File: src/rtl/hdma_pkg.sv
package hdma_pkg;
  localparam int PTR_W  = 16;
  localparam int SCNT_W = 8;
  localparam int RA_W   = 6;

  localparam logic [RA_W-1:0] RA_CSEG_L = 6'h00;
  localparam logic [RA_W-1:0] RA_CSEG_H = 6'h01;
  localparam logic [RA_W-1:0] RA_SCNT   = 6'h02;
  localparam logic [RA_W-1:0] RA_CTRL   = 6'h03;
  localparam logic [RA_W-1:0] RA_NSEG_L = 6'h04;
  localparam logic [RA_W-1:0] RA_NSEG_H = 6'h05;
  localparam logic [RA_W-1:0] RA_NSCNT  = 6'h06;
  localparam logic [RA_W-1:0] RA_STAT   = 6'h07;
  localparam logic [RA_W-1:0] RA_BOFF_L = 6'h08;
  localparam logic [RA_W-1:0] RA_BOFF_H = 6'h09;
  localparam logic [RA_W-1:0] RA_BCNT_L = 6'h0A;
  localparam logic [RA_W-1:0] RA_BCNT_H = 6'h0B;
  localparam logic [RA_W-1:0] RA_PAIR0  = 6'h10;
  localparam int CTRL_RELOAD_BIT = 7;

  typedef logic [PTR_W-1:0] ptr_t;

  typedef struct packed {
    logic            we;
    logic [RA_W-1:0] addr;
    logic [7:0]      data;
  } regwr_t;

  function automatic ptr_t put_byte(ptr_t v, logic hi, logic [7:0] b);
    ptr_t r;
    r = v;
    if (hi) r[PTR_W-1:8] = b;
    else    r[7:0] = b;
    return r;
  endfunction
endpackage

File: src/rtl/hdma_rst_sync.sv
module hdma_rst_sync #(
  parameter int STAGES = 2
) (
  input  logic clk,
  input  logic rst_n,
  output logic rst_n_sync
);
  logic [STAGES-1:0] sync_q;

  always_ff @(posedge clk or negedge rst_n) begin
    if (!rst_n) sync_q <= '0;
    else        sync_q <= {sync_q[STAGES-2:0], 1'b1};
  end

  assign rst_n_sync = sync_q[STAGES-1];
endmodule

File: src/rtl/hdma_regs.sv
module hdma_regs
  import hdma_pkg::*;
#(
  parameter int CH_W = 2
) (
  input  logic                              clk,
  input  logic                              rst_n,
  input  regwr_t                            wr_i,
  input  logic                              reload_taken_i,
  output logic [(1<<CH_W)-1:0][PTR_W-1:0]   off_o,
  output logic [(1<<CH_W)-1:0][PTR_W-1:0]   len_o,
  output logic [CH_W-1:0]                   chan_o,
  output logic                              reload_o,
  output logic [PTR_W-1:0]                  nseg_o,
  output logic [SCNT_W-1:0]                 nscnt_o
);
  localparam int NPAIR = 1 << CH_W;

  // sub-block list, one register set per pair
  for (genvar i = 0; i < NPAIR; i++) begin : g_pair
    localparam logic [RA_W-1:0] A0 = RA_W'(int'(RA_PAIR0) + 4 * i);
    logic [PTR_W-1:0] off_q, off_d, len_q, len_d;
    logic             en;

    always_comb begin
      off_d = off_q;
      len_d = len_q;
      en    = 1'b0;
      if (wr_i.we) begin
        if (wr_i.addr == A0) begin
          off_d = put_byte(off_q, 1'b0, wr_i.data); en = 1'b1;
        end
        if (wr_i.addr == A0 + RA_W'(1)) begin
          off_d = put_byte(off_q, 1'b1, wr_i.data); en = 1'b1;
        end
        if (wr_i.addr == A0 + RA_W'(2)) begin
          len_d = put_byte(len_q, 1'b0, wr_i.data); en = 1'b1;
        end
        if (wr_i.addr == A0 + RA_W'(3)) begin
          len_d = put_byte(len_q, 1'b1, wr_i.data); en = 1'b1;
        end
      end
    end

    always_ff @(posedge clk or negedge rst_n) begin
      if (!rst_n) begin
        off_q <= '0;
        len_q <= '0;
      end else if (en) begin
        off_q <= off_d;
        len_q <= len_d;
      end
    end

    assign off_o[i] = off_q;
    assign len_o[i] = len_q;
  end

  // control and chaining registers
  logic [CH_W-1:0]   chan_q, chan_d;
  logic              rel_q, rel_d;
  logic [PTR_W-1:0]  nseg_q, nseg_d;
  logic [SCNT_W-1:0] nscnt_q, nscnt_d;
  logic              ctl_en;

  always_comb begin
    chan_d  = chan_q;
    rel_d   = rel_q;
    nseg_d  = nseg_q;
    nscnt_d = nscnt_q;
    ctl_en  = 1'b0;
    if (reload_taken_i) begin
      rel_d  = 1'b0;
      ctl_en = 1'b1;
    end
    if (wr_i.we) begin
      unique case (wr_i.addr)
        RA_CTRL: begin
          chan_d = wr_i.data[CH_W-1:0];
          rel_d  = wr_i.data[CTRL_RELOAD_BIT];
          ctl_en = 1'b1;
        end
        RA_NSEG_L: begin nseg_d = put_byte(nseg_q, 1'b0, wr_i.data); ctl_en = 1'b1; end
        RA_NSEG_H: begin nseg_d = put_byte(nseg_q, 1'b1, wr_i.data); ctl_en = 1'b1; end
        RA_NSCNT:  begin nscnt_d = wr_i.data; ctl_en = 1'b1; end
        default: ;
      endcase
    end
  end

  always_ff @(posedge clk or negedge rst_n) begin
    if (!rst_n) begin
      chan_q  <= '0;
      rel_q   <= 1'b0;
      nseg_q  <= '0;
      nscnt_q <= '0;
    end else if (ctl_en) begin
      chan_q  <= chan_d;
      rel_q   <= rel_d;
      nseg_q  <= nseg_d;
      nscnt_q <= nscnt_d;
    end
  end

  assign chan_o   = chan_q;
  assign reload_o = rel_q;
  assign nseg_o   = nseg_q;
  assign nscnt_o  = nscnt_q;

  AST_RELOAD_SELF_CLEAR: assert property (@(posedge clk) disable iff (!rst_n)
    reload_taken_i && !wr_i.we |=> !reload_o) else $error("reload flag kept");
endmodule

File: src/rtl/hdma_walk.sv
module hdma_walk
  import hdma_pkg::*;
#(
  parameter int CH_W      = 2,
  parameter int ADDR_W    = 32,
  parameter int SEG_BYTES = 2352
) (
  input  logic                              clk,
  input  logic                              rst_n,
  input  regwr_t                            wr_i,
  input  logic                              strobe_i,
  input  logic [(1<<CH_W)-1:0][PTR_W-1:0]   off_i,
  input  logic [(1<<CH_W)-1:0][PTR_W-1:0]   len_i,
  input  logic [CH_W-1:0]                   chan_i,
  input  logic                              reload_i,
  input  logic [PTR_W-1:0]                  nseg_i,
  input  logic [SCNT_W-1:0]                 nscnt_i,
  output logic [PTR_W-1:0]                  cseg_o,
  output logic [SCNT_W-1:0]                 scnt_o,
  output logic [PTR_W-1:0]                  boff_o,
  output logic [PTR_W-1:0]                  bcnt_o,
  output logic                              xfer_ok_o,
  output logic                              ack_o,
  output logic [ADDR_W-1:0]                 buf_addr_o,
  output logic                              reload_taken_o,
  output logic                              zero_hit_o
);
  logic [PTR_W-1:0]  cseg_q, cseg_d, boff_q, boff_d, bcnt_q, bcnt_d, rem_q, rem_d;
  logic [SCNT_W-1:0] scnt_q, scnt_d;
  logic [CH_W-1:0]   pidx_q, pidx_d, pnext;
  logic              upd, pair_done, last_pair, rewind;

  assign xfer_ok_o  = (bcnt_q != '0) && (scnt_q != '0);
  assign ack_o      = strobe_i && xfer_ok_o && !wr_i.we;
  assign buf_addr_o = ADDR_W'(cseg_q) * ADDR_W'(SEG_BYTES) + ADDR_W'(boff_q);

  assign pnext      = pidx_q + CH_W'(1);
  assign pair_done  = ack_o && (rem_q <= PTR_W'(1));
  assign last_pair  = !(pidx_q < chan_i);
  assign zero_hit_o = ack_o && (bcnt_q == PTR_W'(1));
  assign reload_taken_o = pair_done && last_pair && reload_i;
  assign upd        = ack_o || wr_i.we;

  always_comb begin
    cseg_d = cseg_q;
    scnt_d = scnt_q;
    boff_d = boff_q;
    bcnt_d = bcnt_q;
    rem_d  = rem_q;
    pidx_d = pidx_q;
    rewind = 1'b0;

    if (ack_o) begin
      boff_d = boff_q + PTR_W'(1);
      rem_d  = rem_q - PTR_W'(1);
      bcnt_d = bcnt_q - PTR_W'(1);
      if (pair_done) begin
        if (!last_pair) begin
          pidx_d = pnext;
          boff_d = off_i[pnext];
          rem_d  = len_i[pnext];
        end else begin
          rewind = 1'b1;
          if (reload_i) begin
            cseg_d = nseg_i;
            scnt_d = nscnt_i;
          end else begin
            cseg_d = cseg_q + PTR_W'(1);
            scnt_d = scnt_q - SCNT_W'(1);
          end
        end
      end
    end

    if (wr_i.we) begin
      unique case (wr_i.addr)
        RA_CSEG_L: begin cseg_d = put_byte(cseg_q, 1'b0, wr_i.data); rewind = 1'b1; end
        RA_CSEG_H: begin cseg_d = put_byte(cseg_q, 1'b1, wr_i.data); rewind = 1'b1; end
        RA_SCNT:   scnt_d = wr_i.data;
        RA_BCNT_L: bcnt_d = put_byte(bcnt_q, 1'b0, wr_i.data);
        RA_BCNT_H: bcnt_d = put_byte(bcnt_q, 1'b1, wr_i.data);
        default: ;
      endcase
    end

    if (rewind) begin
      pidx_d = '0;
      boff_d = off_i[0];
      rem_d  = len_i[0];
    end

    if (wr_i.we && wr_i.addr == RA_BOFF_L) boff_d = put_byte(boff_q, 1'b0, wr_i.data);
    if (wr_i.we && wr_i.addr == RA_BOFF_H) boff_d = put_byte(boff_q, 1'b1, wr_i.data);
  end

  always_ff @(posedge clk or negedge rst_n) begin
    if (!rst_n) begin
      cseg_q <= '0;
      scnt_q <= '0;
      boff_q <= '0;
      bcnt_q <= '0;
      rem_q  <= '0;
      pidx_q <= '0;
    end else if (upd) begin
      cseg_q <= cseg_d;
      scnt_q <= scnt_d;
      boff_q <= boff_d;
      bcnt_q <= bcnt_d;
      rem_q  <= rem_d;
      pidx_q <= pidx_d;
    end
  end

  assign cseg_o = cseg_q;
  assign scnt_o = scnt_q;
  assign boff_o = boff_q;
  assign bcnt_o = bcnt_q;

  AST_ACK_COUNTS_DOWN: assert property (@(posedge clk) disable iff (!rst_n)
    ack_o |=> (bcnt_q + PTR_W'(1) == $past(bcnt_q))) else $error("byte count step");
  AST_SCNT_QUIET: assert property (@(posedge clk) disable iff (!rst_n)
    !ack_o && !(wr_i.we && wr_i.addr == RA_SCNT) |=> $stable(scnt_q)) else $error("segment count moved");
  AST_CHAIN_COPY: assert property (@(posedge clk) disable iff (!rst_n)
    reload_taken_o |=> (cseg_q == $past(nseg_i)) && (scnt_q == $past(nscnt_i))) else $error("chain copy");
  AST_IDLE_NO_ACK: assert property (@(posedge clk) disable iff (!rst_n)
    (bcnt_q == '0) |-> !ack_o) else $error("ack at zero count");
endmodule

File: src/rtl/hdma_irq.sv
module hdma_irq (
  input  logic clk,
  input  logic rst_n,
  input  logic zero_hit_i,
  input  logic clr_i,
  output logic irq_o
);
  logic irq_q, irq_d, irq_en;

  always_comb begin
    irq_en = zero_hit_i || clr_i;
    irq_d  = zero_hit_i ? 1'b1 : 1'b0;
  end

  always_ff @(posedge clk or negedge rst_n) begin
    if (!rst_n)      irq_q <= 1'b0;
    else if (irq_en) irq_q <= irq_d;
  end

  assign irq_o = irq_q;

  AST_IRQ_SETS: assert property (@(posedge clk) disable iff (!rst_n)
    zero_hit_i |=> irq_o) else $error("irq not set");
  AST_IRQ_STICKY: assert property (@(posedge clk) disable iff (!rst_n)
    irq_o && !clr_i |=> irq_o) else $error("irq dropped");
  AST_IRQ_NO_SPURIOUS: assert property (@(posedge clk) disable iff (!rst_n)
    !irq_o && !zero_hit_i |=> !irq_o) else $error("irq without cause");
endmodule

File: src/rtl/hdma_seq.sv
module hdma_seq
  import hdma_pkg::*;
#(
  parameter int CH_W      = 2,
  parameter int ADDR_W    = 32,
  parameter int SEG_BYTES = 2352
) (
  input  logic              clk,
  input  logic              rst_n,
  input  logic              reg_we,
  input  logic [5:0]        reg_addr,
  input  logic [7:0]        reg_wdata,
  output logic [7:0]        reg_rdata,
  input  logic              hst_strobe,
  output logic              hst_ack,
  output logic              xfer_ok,
  output logic [ADDR_W-1:0] buf_addr,
  output logic              irq
);
  localparam int NPAIR = 1 << CH_W;

  logic                         rst_n_s;
  regwr_t                       wr;
  logic [NPAIR-1:0][PTR_W-1:0]  off, len;
  logic [CH_W-1:0]              chan;
  logic                         reload, reload_taken, zero_hit, irq_clr;
  logic [PTR_W-1:0]             nseg, cseg, boff, bcnt;
  logic [SCNT_W-1:0]            nscnt, scnt;

  assign wr.we   = reg_we;
  assign wr.addr = reg_addr;
  assign wr.data = reg_wdata;
  assign irq_clr = reg_we && (reg_addr == RA_STAT) && reg_wdata[0];

  hdma_rst_sync #(.STAGES(2)) u_rst (
    .clk(clk), .rst_n(rst_n), .rst_n_sync(rst_n_s)
  );

  hdma_regs #(.CH_W(CH_W)) u_regs (
    .clk(clk), .rst_n(rst_n_s), .wr_i(wr), .reload_taken_i(reload_taken),
    .off_o(off), .len_o(len), .chan_o(chan), .reload_o(reload),
    .nseg_o(nseg), .nscnt_o(nscnt)
  );

  hdma_walk #(.CH_W(CH_W), .ADDR_W(ADDR_W), .SEG_BYTES(SEG_BYTES)) u_walk (
    .clk(clk), .rst_n(rst_n_s), .wr_i(wr), .strobe_i(hst_strobe),
    .off_i(off), .len_i(len), .chan_i(chan), .reload_i(reload),
    .nseg_i(nseg), .nscnt_i(nscnt),
    .cseg_o(cseg), .scnt_o(scnt), .boff_o(boff), .bcnt_o(bcnt),
    .xfer_ok_o(xfer_ok), .ack_o(hst_ack), .buf_addr_o(buf_addr),
    .reload_taken_o(reload_taken), .zero_hit_o(zero_hit)
  );

  hdma_irq u_irq (
    .clk(clk), .rst_n(rst_n_s), .zero_hit_i(zero_hit), .clr_i(irq_clr), .irq_o(irq)
  );

  // register read-back, live pointers included
  always_comb begin
    reg_rdata = '0;
    unique case (reg_addr)
      RA_CSEG_L: reg_rdata = cseg[7:0];
      RA_CSEG_H: reg_rdata = cseg[PTR_W-1:8];
      RA_SCNT:   reg_rdata = scnt;
      RA_CTRL: begin
        reg_rdata[CH_W-1:0]        = chan;
        reg_rdata[CTRL_RELOAD_BIT] = reload;
      end
      RA_NSEG_L: reg_rdata = nseg[7:0];
      RA_NSEG_H: reg_rdata = nseg[PTR_W-1:8];
      RA_NSCNT:  reg_rdata = nscnt;
      RA_STAT:   reg_rdata[0] = irq;
      RA_BOFF_L: reg_rdata = boff[7:0];
      RA_BOFF_H: reg_rdata = boff[PTR_W-1:8];
      RA_BCNT_L: reg_rdata = bcnt[7:0];
      RA_BCNT_H: reg_rdata = bcnt[PTR_W-1:8];
      default: begin
        for (int i = 0; i < NPAIR; i++) begin
          if (reg_addr == RA_W'(int'(RA_PAIR0) + 4 * i))     reg_rdata = off[i][7:0];
          if (reg_addr == RA_W'(int'(RA_PAIR0) + 4 * i + 1)) reg_rdata = off[i][PTR_W-1:8];
          if (reg_addr == RA_W'(int'(RA_PAIR0) + 4 * i + 2)) reg_rdata = len[i][7:0];
          if (reg_addr == RA_W'(int'(RA_PAIR0) + 4 * i + 3)) reg_rdata = len[i][PTR_W-1:8];
        end
      end
    endcase
  end
endmodule

File: config.mk
export PLATFORM = sky130hd
export DESIGN_NAME = hdma_seq
export DESIGN_NICKNAME = d
export VERILOG_FILES = /design/src/rtl/hdma_pkg.sv /design/src/rtl/hdma_rst_sync.sv /design/src/rtl/hdma_regs.sv /design/src/rtl/hdma_walk.sv /design/src/rtl/hdma_irq.sv /design/src/rtl/hdma_seq.sv
export SDC_FILE = /design/constraint.sdc
export NUM_CORES = 1
export LEC_CHECK = 0
export CORE_UTILIZATION = 36
export CTS_CLUSTER_DIAMETER = 80
export DETAILED_ROUTE_END_ITERATION = 10
export DONT_BUFFER_PORTS = 1
export GPL_TIMING_DRIVEN = 0
export MAX_ROUTING_LAYER = met4
export PLACE_DENSITY = 0.52
export SETUP_SLACK_MARGIN = 0.5
export SLEW_MARGIN = 5
export SYNTH_ARGS = -nofsm -noshare
export SYNTH_HDL_FRONTEND = slang
export SYNTH_SLANG_ARGS = --single-unit
File: constraint.sdc
create_clock -name clk -period 7 [get_ports clk]
set_input_delay 1.4 -clock clk [delete_from_list [all_inputs] [get_ports clk]]
set_output_delay 1.4 -clock clk [all_outputs]
set_load 0.1 [all_outputs]
### Yosys cells after proc, flatten, opt, wreduce, memory -nomap -nowiden

Cells that the tools add are included.

* input port bits: 18
* flip-flop bits (word level): 232
* output and inout bits: 43
* logic and storage cells: 243

* bitwise gates (word level): 11
* $mul: 1
* add/subtract/negate cells: 7
* reduce and logical (&&, ||, !) cells: 54
* equal/unequal tests: 33
* order comparisons: 3
* muxes and demuxes: 102

Operator list (number)
* $mux W16: 27
* $mux W8: 30
* $eq A6 B5 Y1 const B: 16
* $pmux W16 S2: 3
* $bmux W16 S2: 2
* $pmux W5 S11: 1
* $reduce_and A4 Y1: 11
* $pmux W1 S12: 3
* $reduce_and A3 Y1: 12
* $add A16 B1 Y16 const B: 2
* $mux W1: 32
* $sub A16 B1 Y16 const B: 2
* $add A28 B16 Y29: 1
* $eq A6 B3 Y1 const B: 4
* $eq A6 B4 Y1 const B: 4
* $mul A16 B8 Y24 const B: 1
* $eq A16 B1 Y1 const B: 1
* $le A16 B1 Y1 const B: 1
* $reduce_bool A16 Y1: 1
* $eq A6 B2 Y1 const B: 2
* $logic_and A1 B1 Y1: 11
* $not A1 Y1: 11
* $ne A2 B2 Y1 const B: 5
* $reduce_and A2 Y1: 5
* 14 further kinds: 23

### Logic depth before layout (Yosys ltp)

Gate-level depths: netlist (run 1).

* depth after elaboration: 18
* mapped depth: 17

### By module

A second synthesis (run 1) with hierarchy kept.

* cell total of the unflattened synthesis: 1804
* area, all modules: 17700.7 µm²

Modules (own cells, without submodules)
* hdma_walk: times used 1, cells an instance 1079, sequential area each 1851.8 µm², area each 9098.7 µm²
* hdma_regs: times used 1, cells an instance 367, sequential area each 3878.7 µm², area each 5982.0 µm²
* hdma_seq: times used 1, cells an instance 352, sequential area each 0.0 µm², area each 2529.9 µm²
* hdma_rst_sync: times used 1, cells an instance 3, sequential area each 50.0 µm², area each 53.8 µm²
* hdma_irq: times used 1, cells an instance 3, sequential area each 25.0 µm², area each 36.3 µm²

### Least setup slack after synthesis (run 1)

OpenSTA, ideal clock, no wires.

* kind: flip-flop to output port
* from: register u_walk.cseg_q[2] (netlist: u_walk.cseg_o[2])
* to: output buf_addr[27]
* data required time: 5.600 ns
* arrival: 5.473 ns
* slack: 0.127 ns
* cell stages (with the launch flop): 17
* path through: dfrtp_1 -> ha_1 -> fa_1 -> inv_1 -> fa_1 -> inv_1 -> ha_1 -> a211o_1 -> o21ai_0 -> xnor2_1 -> ha_1 -> or2_2 -> a21oi_1 -> a31oi_1 -> and3_1 -> and4bb_1 -> xor2_1

* cells in the longest elaborated chain, start to end: 2

RTL lines
* start: declaration: RTL line hdma_walk.sv:28 `logic [PTR_W-1:0] cseg_q, cseg_d, boff_q, boff_d, bcnt_q, bcnt_d, rem_q, rem_d;`
* start signal: assignment: RTL line hdma_walk.sv:105 `cseg_q <= cseg_d;`
* $mul A16 B8 Y24: RTL line hdma_walk.sv:35 `assign buf_addr_o = ADDR_W'(cseg_q) * ADDR_W'(SEG_BYTES) + ADDR_W'(boff_q);`
* $add A28 B16 Y29: RTL line hdma_walk.sv:35
* end: declaration: RTL line hdma_seq.sv:17 `output logic [ADDR_W-1:0] buf_addr,`

No other way between the ends.

### Final worst setup path (run 1)

* from: register u_walk.cseg_q[4] (netlist: u_walk.cseg_o[4])
* to: output buf_addr[27]

Same word-level chain as after synthesis.

==> impl_metrics.yaml, run 1 <==
timing:
  final-setup-viol-count: 0
  slew_viol_final: 0
  finClkSkew_ns: 0.02363
  fin_ws_ns: 0.4123
  max_slew.worst_pin.slew_ns: 1.428
  min_period_over_period_pct: 94.11
  finalSetupTns_ns: 0
  hold_slack_ns: 0.3085
  hold_violations: 0
  relSlewSlack_pct: 4.528
  timing.fmax_ghz: 0.1518
  post-route-min-period_ns: 6.588
  rsz0062_at_grt: "true"
floorplanning:
  die_w_um: 215.9
  die_h_um: 215.9
  ios: 61
  start_util_pct: 36.38
  coreArea_um2: 45280
  die-area_um2: 46630
  num_rows: 78
global_route:
  grt_overflow: 0
  grt_pass1_wl_um: 100700
  grt_use_total_pct: 30.13
  first_global_vias: 14290
  grt_max_degree: 56
  grt_antenna_before_repair: 3
cts:
  clk_latency_ns: 0.59
  cts_buffers: 28
  clockBufferDepth: 3
  cts_root_buf: "clkbuf_16"
  cts_sinks: 232
  clk_pin_slew_ns: 0.07
  cts_tree: "yes"
  htreeDepth: 1
logic_synthesis:
  synthTopCellsByArea: "dfrtp_1, mux2_2, ha_1"
  synth_area_leader_cell: "dfrtp_1"
  netlist.area_leader.share_pct: 35.24
  syn_area_um2: 16480
  async_reset_ff_share_pct: 100.0
  synth-xor-area-share_pct: 3.767
  synth_warnings: 0
  synth_compound_gate_area_share_pct: 15.97
  ys_seq_area_share_pct: 35.24
  synthMuxAreaShare_pct: 17.02
  synth_top_family_by_area: "multiplexers"
  synthFlopType: "dfrtp_1"
  ys_ff_latch: 232
  yosys.cell_types.count: 90
  synth_edf_count: 0
  synth_cells: 1651
  yosys.area_share.simple_pct: 14.35
  avgSynthCellArea_um2: 9.979
  synthAdderAreaFrac_pct: 9.174
route:
  drc: 0
  wirelength_um: 69340
  routed-via-count: 14732
  antenna_left: 0
  drt_pass1_iterations: 5
  wl_per_cell_um: 29.00
  initialDrtViolationCount: 1459
  viasPerCell: 6.161
place:
  dpl_worst_slack_ns: 0.03974
  place_hpwl_um: 50640
  place_area_um2: 17540
  portBuffers: 0
  placedCellCount: 2258
  gp_congestion: 1.011
status:
  status: "finished clean"
worst_setup_path:
  start_kind: "flop"
  end_kind: "output port"
  cp.arrival_ns: 5.19
  crit_required_ns: 5.60
  critical_path_class: "reg2out"
  critPathMaxFanout: 4
layout:
  layout_commonest_cell: "dfrtp_1"
  nets: 1893
  nFillCells: 4307
  syn_to_final_growth_pct: 22.62
  instances_no_fill: 2391
  post-route-cell-area_um2: 20200
  drive_gt1_share_pct: 30.37
  final_cell_mix: "dfrtp_1, mux2_2, nand2_1"
run:
  drv_cap: 0
min_path:
  hp-class: "reg2async"
power:
  max-vdd-ir-drop_uv: 808.7
  p_per_area_nw_per_um2: 364.9
  power.static_leakage_nw: 8.676
final timing paths:
kind	from	end	slack [ns]	cells past startpoint
max	u_walk.cseg_o[4]	buf_addr[27]	0.41	16
min	u_rst.sync_q[1]	u_regs.nscnt_o[2]	0.31	0
max reg2reg	u_walk.bcnt_o[0]	u_walk.boff_o[12]	3.52	11
min reg2reg	u_rst.sync_q[1]	u_regs.nscnt_o[2]	0.31	0
max in group asynchronous	u_rst.sync_q[1]	u_regs.g_pair[2].len_q[6]	5.45	3
min in group clk	u_rst.sync_q[0]	u_rst.sync_q[1]	0.35	0
area by class of cell:
type                       count  area, um^2  area share, %
multi-input combinational   1253       11040          54.66
sequential                   232        5828          28.85
timing repair buffer          85       798.3          3.951
clock buffer                  34       763.2          3.778
tap                          600       750.7          3.716
buffer                        91       449.2          2.223
inverter                      77       289.0          1.431
clock inverter                16       274.0          1.356
antenna                        3       7.507        0.03716
sequential cells by signal, summed over array words and instances (netlist names):
name / cells
u_walk.pidx_q: 2
u_regs.nseg_o: 16
u_regs.g_pair.off_q: 64
u_walk.scnt_o: 8
u_walk.cseg_o: 16
u_walk.bcnt_o: 16
u_walk.rem_q: 16
u_regs.g_pair.len_q: 64
u_regs.nscnt_o: 8
u_irq.irq_o: 1
u_regs.chan_o: 2
u_walk.boff_o: 16
u_regs.reload_o: 1
u_rst.sync_q: 2
cell families after synthesis:
logic type      after synthesis
xor+xnor                     70
flops                       232
other cells                   2
fa+ha+maj                   107
mux                         211
buf+inv                     168
compound gates              388
simple gates                473
where the power goes:
| part | switching [mW] | total, mW | internal [mW] |
|---|---|---|---|
| logic | 2.36 | 3.63 | 1.27 |
| clock network | 0.631 | 1.66 | 1.03 |
| registers | 0.470 | 2.08 | 1.61 |
Yosys cell counts, types with 10 or more instances:
cell type  instances
nand3_1           40
o221ai_1          20
nor4_1            10
a31oi_1           11
inv_1             76
a22oi_1           47
ha_1              84
nor3_1            28
a21oi_1           81
mux2i_1           11
or3_1             10
xor2_1            31
a21o_1            10
mux2_2           161
buf_4             15
nand2_1          161
a221o_1           10
fa_1              23
o21ai_1           20
a211oi_1          22
xnor2_1           38
nor2_1           116
o22ai_1           12
nor2b_1           15
o21ai_0           67
a221oi_1          12
clkbuf_1          50
mux4_2            38
o211ai_1          21
dfrtp_1          232
and3_1            17
buf_2             17
nand4_1           21
through the flow:
step | util [%] | power (mW)
finish | 44.61 | 7.372
global route | 44.61 | 7.678
CTS | 43.17 | 7.084
detailed placement | 38.74 | 5.048
global placement | 38.23 | 4.941
floorplan | - | 4.360
worst max-delay path: stages (launching register included):
cell and delay (ns):
dfrtp_2 0.46, buf_4 0.16, ha_1 0.27, ha_1 0.28, ha_2 0.31, fa_2 0.44, a21oi_4 0.20, o21ai_2 0.10
a21oi_2 0.19, xnor2_1 0.11, ha_1 0.32, and3_4 0.19, o211ai_1 0.17, a31oi_4 0.31, and3_4 0.22, and4bb_2 0.28
xor2_4 0.59
repair_timing:
action / CTS / global route
gates resized for setup: 111 / 62
hold buffers: 0 / 0
cloned: 0 / 0
buffers inserted: 41 / 39
pin swaps: 40 / 62
endpoints found under the setup margin: 19 / 17
layer usage:
layer / GRT usage (%) / routed length, um / share of wire (%) / vias up
met5: - / 0 / 0 / -
met4: 11.50 / 2864 / 4.1 / 0
met3: 5.018 / 5916 / 8.5 / 147
met2: 44.66 / 30570 / 44 / 783
met1: 41.12 / 29990 / 43 / 7446
li1: - / - / - / 6356
No activity file was read; power rests on OpenSTA's default activity.
==> run 2, diff against run 1 <==
--- a/config.mk
+++ b/config.mk
@@ -5,13 +5,13 @@
 export SDC_FILE = /design/constraint.sdc
 export NUM_CORES = 1
 export LEC_CHECK = 0
+export BUFFER_PORTS_ARGS = -buffer_cell sky130_fd_sc_hd__buf_2
 export CORE_UTILIZATION = 36
 export CTS_CLUSTER_DIAMETER = 80
 export DETAILED_ROUTE_END_ITERATION = 10
-export DONT_BUFFER_PORTS = 1
 export GPL_TIMING_DRIVEN = 0
 export MAX_ROUTING_LAYER = met4
-export PLACE_DENSITY = 0.52
+export PLACE_DENSITY = 0.53
 export SETUP_SLACK_MARGIN = 0.5
 export SLEW_MARGIN = 5
 export SYNTH_ARGS = -nofsm -noshare
==> run 2 against run 1 <==
Compared with the run above: clock skew is 0.011 ns lower; worst setup slack improved by 0.10 ns; maximum frequency rose by 1.6%; critical path depth is 6 lower; clock-buffer cell count up 3; global-route usage shrank 0.075 points; sequential share of layout area increased by 0.72 points; critical endpoint is now reg_rdata[0]; highest routed layer unchanged.
==> impl_metrics.yaml, run 2 (synthesis results as in run 1) <==
cts:
  htreeDepth: 1
  cts_tree: "yes"
  ctsHoldBuffers: 0
  clockBufferDepth: 3
  cts_buffers: 28
  clk_pin_slew_ns: 0.06
  cts_sinks: 232
  clk_latency_ns: 0.57
  cts_root_buf: "clkbuf_16"
worst_setup_path:
  crit_required_ns: 5.60
  critical_path_class: "in2out"
  end_kind: "output port"
  ff2ff_setup_slack_ns: 3.66
  r2r_cells: 11
  worstReg2RegStart: "u_walk.bcnt_o[1]"
  critPathMaxFanout: 10
  worstSetupStartpoint: "reg_addr[1]"
  reg2reg_to: "u_walk.boff_o[12]"
  cp.arrival_ns: 5.08
  endpoint: "reg_rdata[0]"
  start_kind: "input pin"
layout:
  instances_no_fill: 2412
  layout_commonest_cell: "dfrtp_1"
  drive_gt1_share_pct: 28.19
  final_cell_mix: "dfrtp_1, nand2_1, mux2_2"
  reg_top3: "u_regs.g_pair.len_q (64), u_regs.g_pair.off_q (64)"
  nets: 1913
  syn_to_final_growth_pct: 19.65
route:
  viasPerCell: 6.146
  wirelength_um: 68830
  drc: 0
  initialDrtViolationCount: 1612
  antenna_left: 0
  drt_pass1_iterations: 5
  wl_per_cell_um: 28.54
  routed-via-count: 14825
status:
  status: "finished clean"
power:
  max-vdd-ir-drop_uv: 767.7
  p_per_area_nw_per_um2: 358.0
  power.static_leakage_nw: 8.617
  p_total_mw: 7.058
timing:
  finalSetupTns_ns: 0
  finClkSkew_ns: 0.01278
  timing.fmax_ghz: 0.1542
  min_period_over_period_pct: 92.63
  max_slew.worst_pin.slew_ns: 1.221
  final-setup-viol-count: 0
  post-route-min-period_ns: 6.484
  slew_viol_final: 0
  fin_ws_ns: 0.5157
  hold_slack_ns: 0.2451
  rsz0062_at_grt: "true"
  hold_violations: 0
  relSlewSlack_pct: 18.33
place:
  gp_congestion: 0.9945
  dpl_worst_slack_ns: 0.3764
  place_hpwl_um: 51510
  portBuffers: 54
  placedCellCount: 2311
floorplanning:
  start_util_pct: 36.38
  coreArea_um2: 45280
  die_h_um: 215.9
  die_w_um: 215.9
  num_rows: 78
  die-area_um2: 46630
  ios: 61
global_route:
  grt_pass1_wl_um: 100500
  grt_antenna_before_repair: 3
  grt_overflow: 0
  grt_max_degree: 64
  first_global_vias: 14210
  grt_use_total_pct: 30.06
run:
  drv_cap: 0
min_path:
  hp-class: "reg2async"
## run 2: where the power goes
part           internal, mW  leakage, nW  switching (mW)  total [mW]
logic                  1.12         5.10            2.24        3.36
clock network          1.01        0.502           0.622        1.63
registers              1.61         3.02           0.458        2.07
## run 2: through the flow
stage               util, %  area [um^2]
floorplan                 -        16560
global placement      38.82        17580
detailed placement    39.07        17690
CTS                   42.00        19020
global route          43.53        19710
finish                43.53        19710
## run 2: per-layer routing
metal | track usage, % | routed length, um | part of all wire, %
met3 | 5.314 | 5991 | 8.7
met2 | 44.18 | 30380 | 44
met5 | - | 0 | 0
met1 | 41.79 | 30140 | 44
met4 | 9.765 | 2315 | 3.4
## run 2: how the worst min path moves through the flow
| stage | slack, ns | endpoint | depth (start not counted) | from |
|---|---|---|---|---|
| detailed placement | 0.25 | u_regs.nscnt_o[2] | 0 | u_rst.sync_q[1] |
| CTS | 0.26 | u_walk.bcnt_o[10] | 0 | u_rst.sync_q[1] |
| finish | 0.25 | u_regs.nscnt_o[2] | 0 | u_rst.sync_q[1] |
| global route | 0.27 | u_regs.nscnt_o[3] | 0 | u_rst.sync_q[1] |
| global placement | 0.34 | u_rst.sync_q[1] | 0 | u_rst.sync_q[0] |
| floorplan | 0.33 | u_rst.sync_q[1] | 0 | u_rst.sync_q[0] |
## run 2: layout make-up
| cell class | count | area (um^2) |
|---|---|---|
| inverters | 77 | 289.0 |
| fillers | 4355 | 25570 |
| multi-input cells | 1253 | 10570 |
| flip-flops and latches | 232 | 5829 |
| plain buffers | 91 | 445.4 |
| clock buffers | 37 | 785.8 |
| diodes | 3 | 7.507 |
| well taps | 600 | 750.7 |
| repair buffers | 105 | 802.0 |
| clock inverters | 14 | 231.5 |
## run 2: timing repair
action	4_1_cts	5_1_grt
resized for setup	58	64
setup buffers	10	37
pin swaps	7	29
endpoints found under the setup margin	17	15
## run 2: worst max-delay path: stages
cell,delay [ns]
buf_2,0.19
buf_2,0.37
clkbuf_2,0.45
clkbuf_1,0.67
buf_1,0.63
o22ai_1,0.18
o22ai_1,0.16
o211ai_1,0.24
nand4_1,0.30
buf_2,0.48
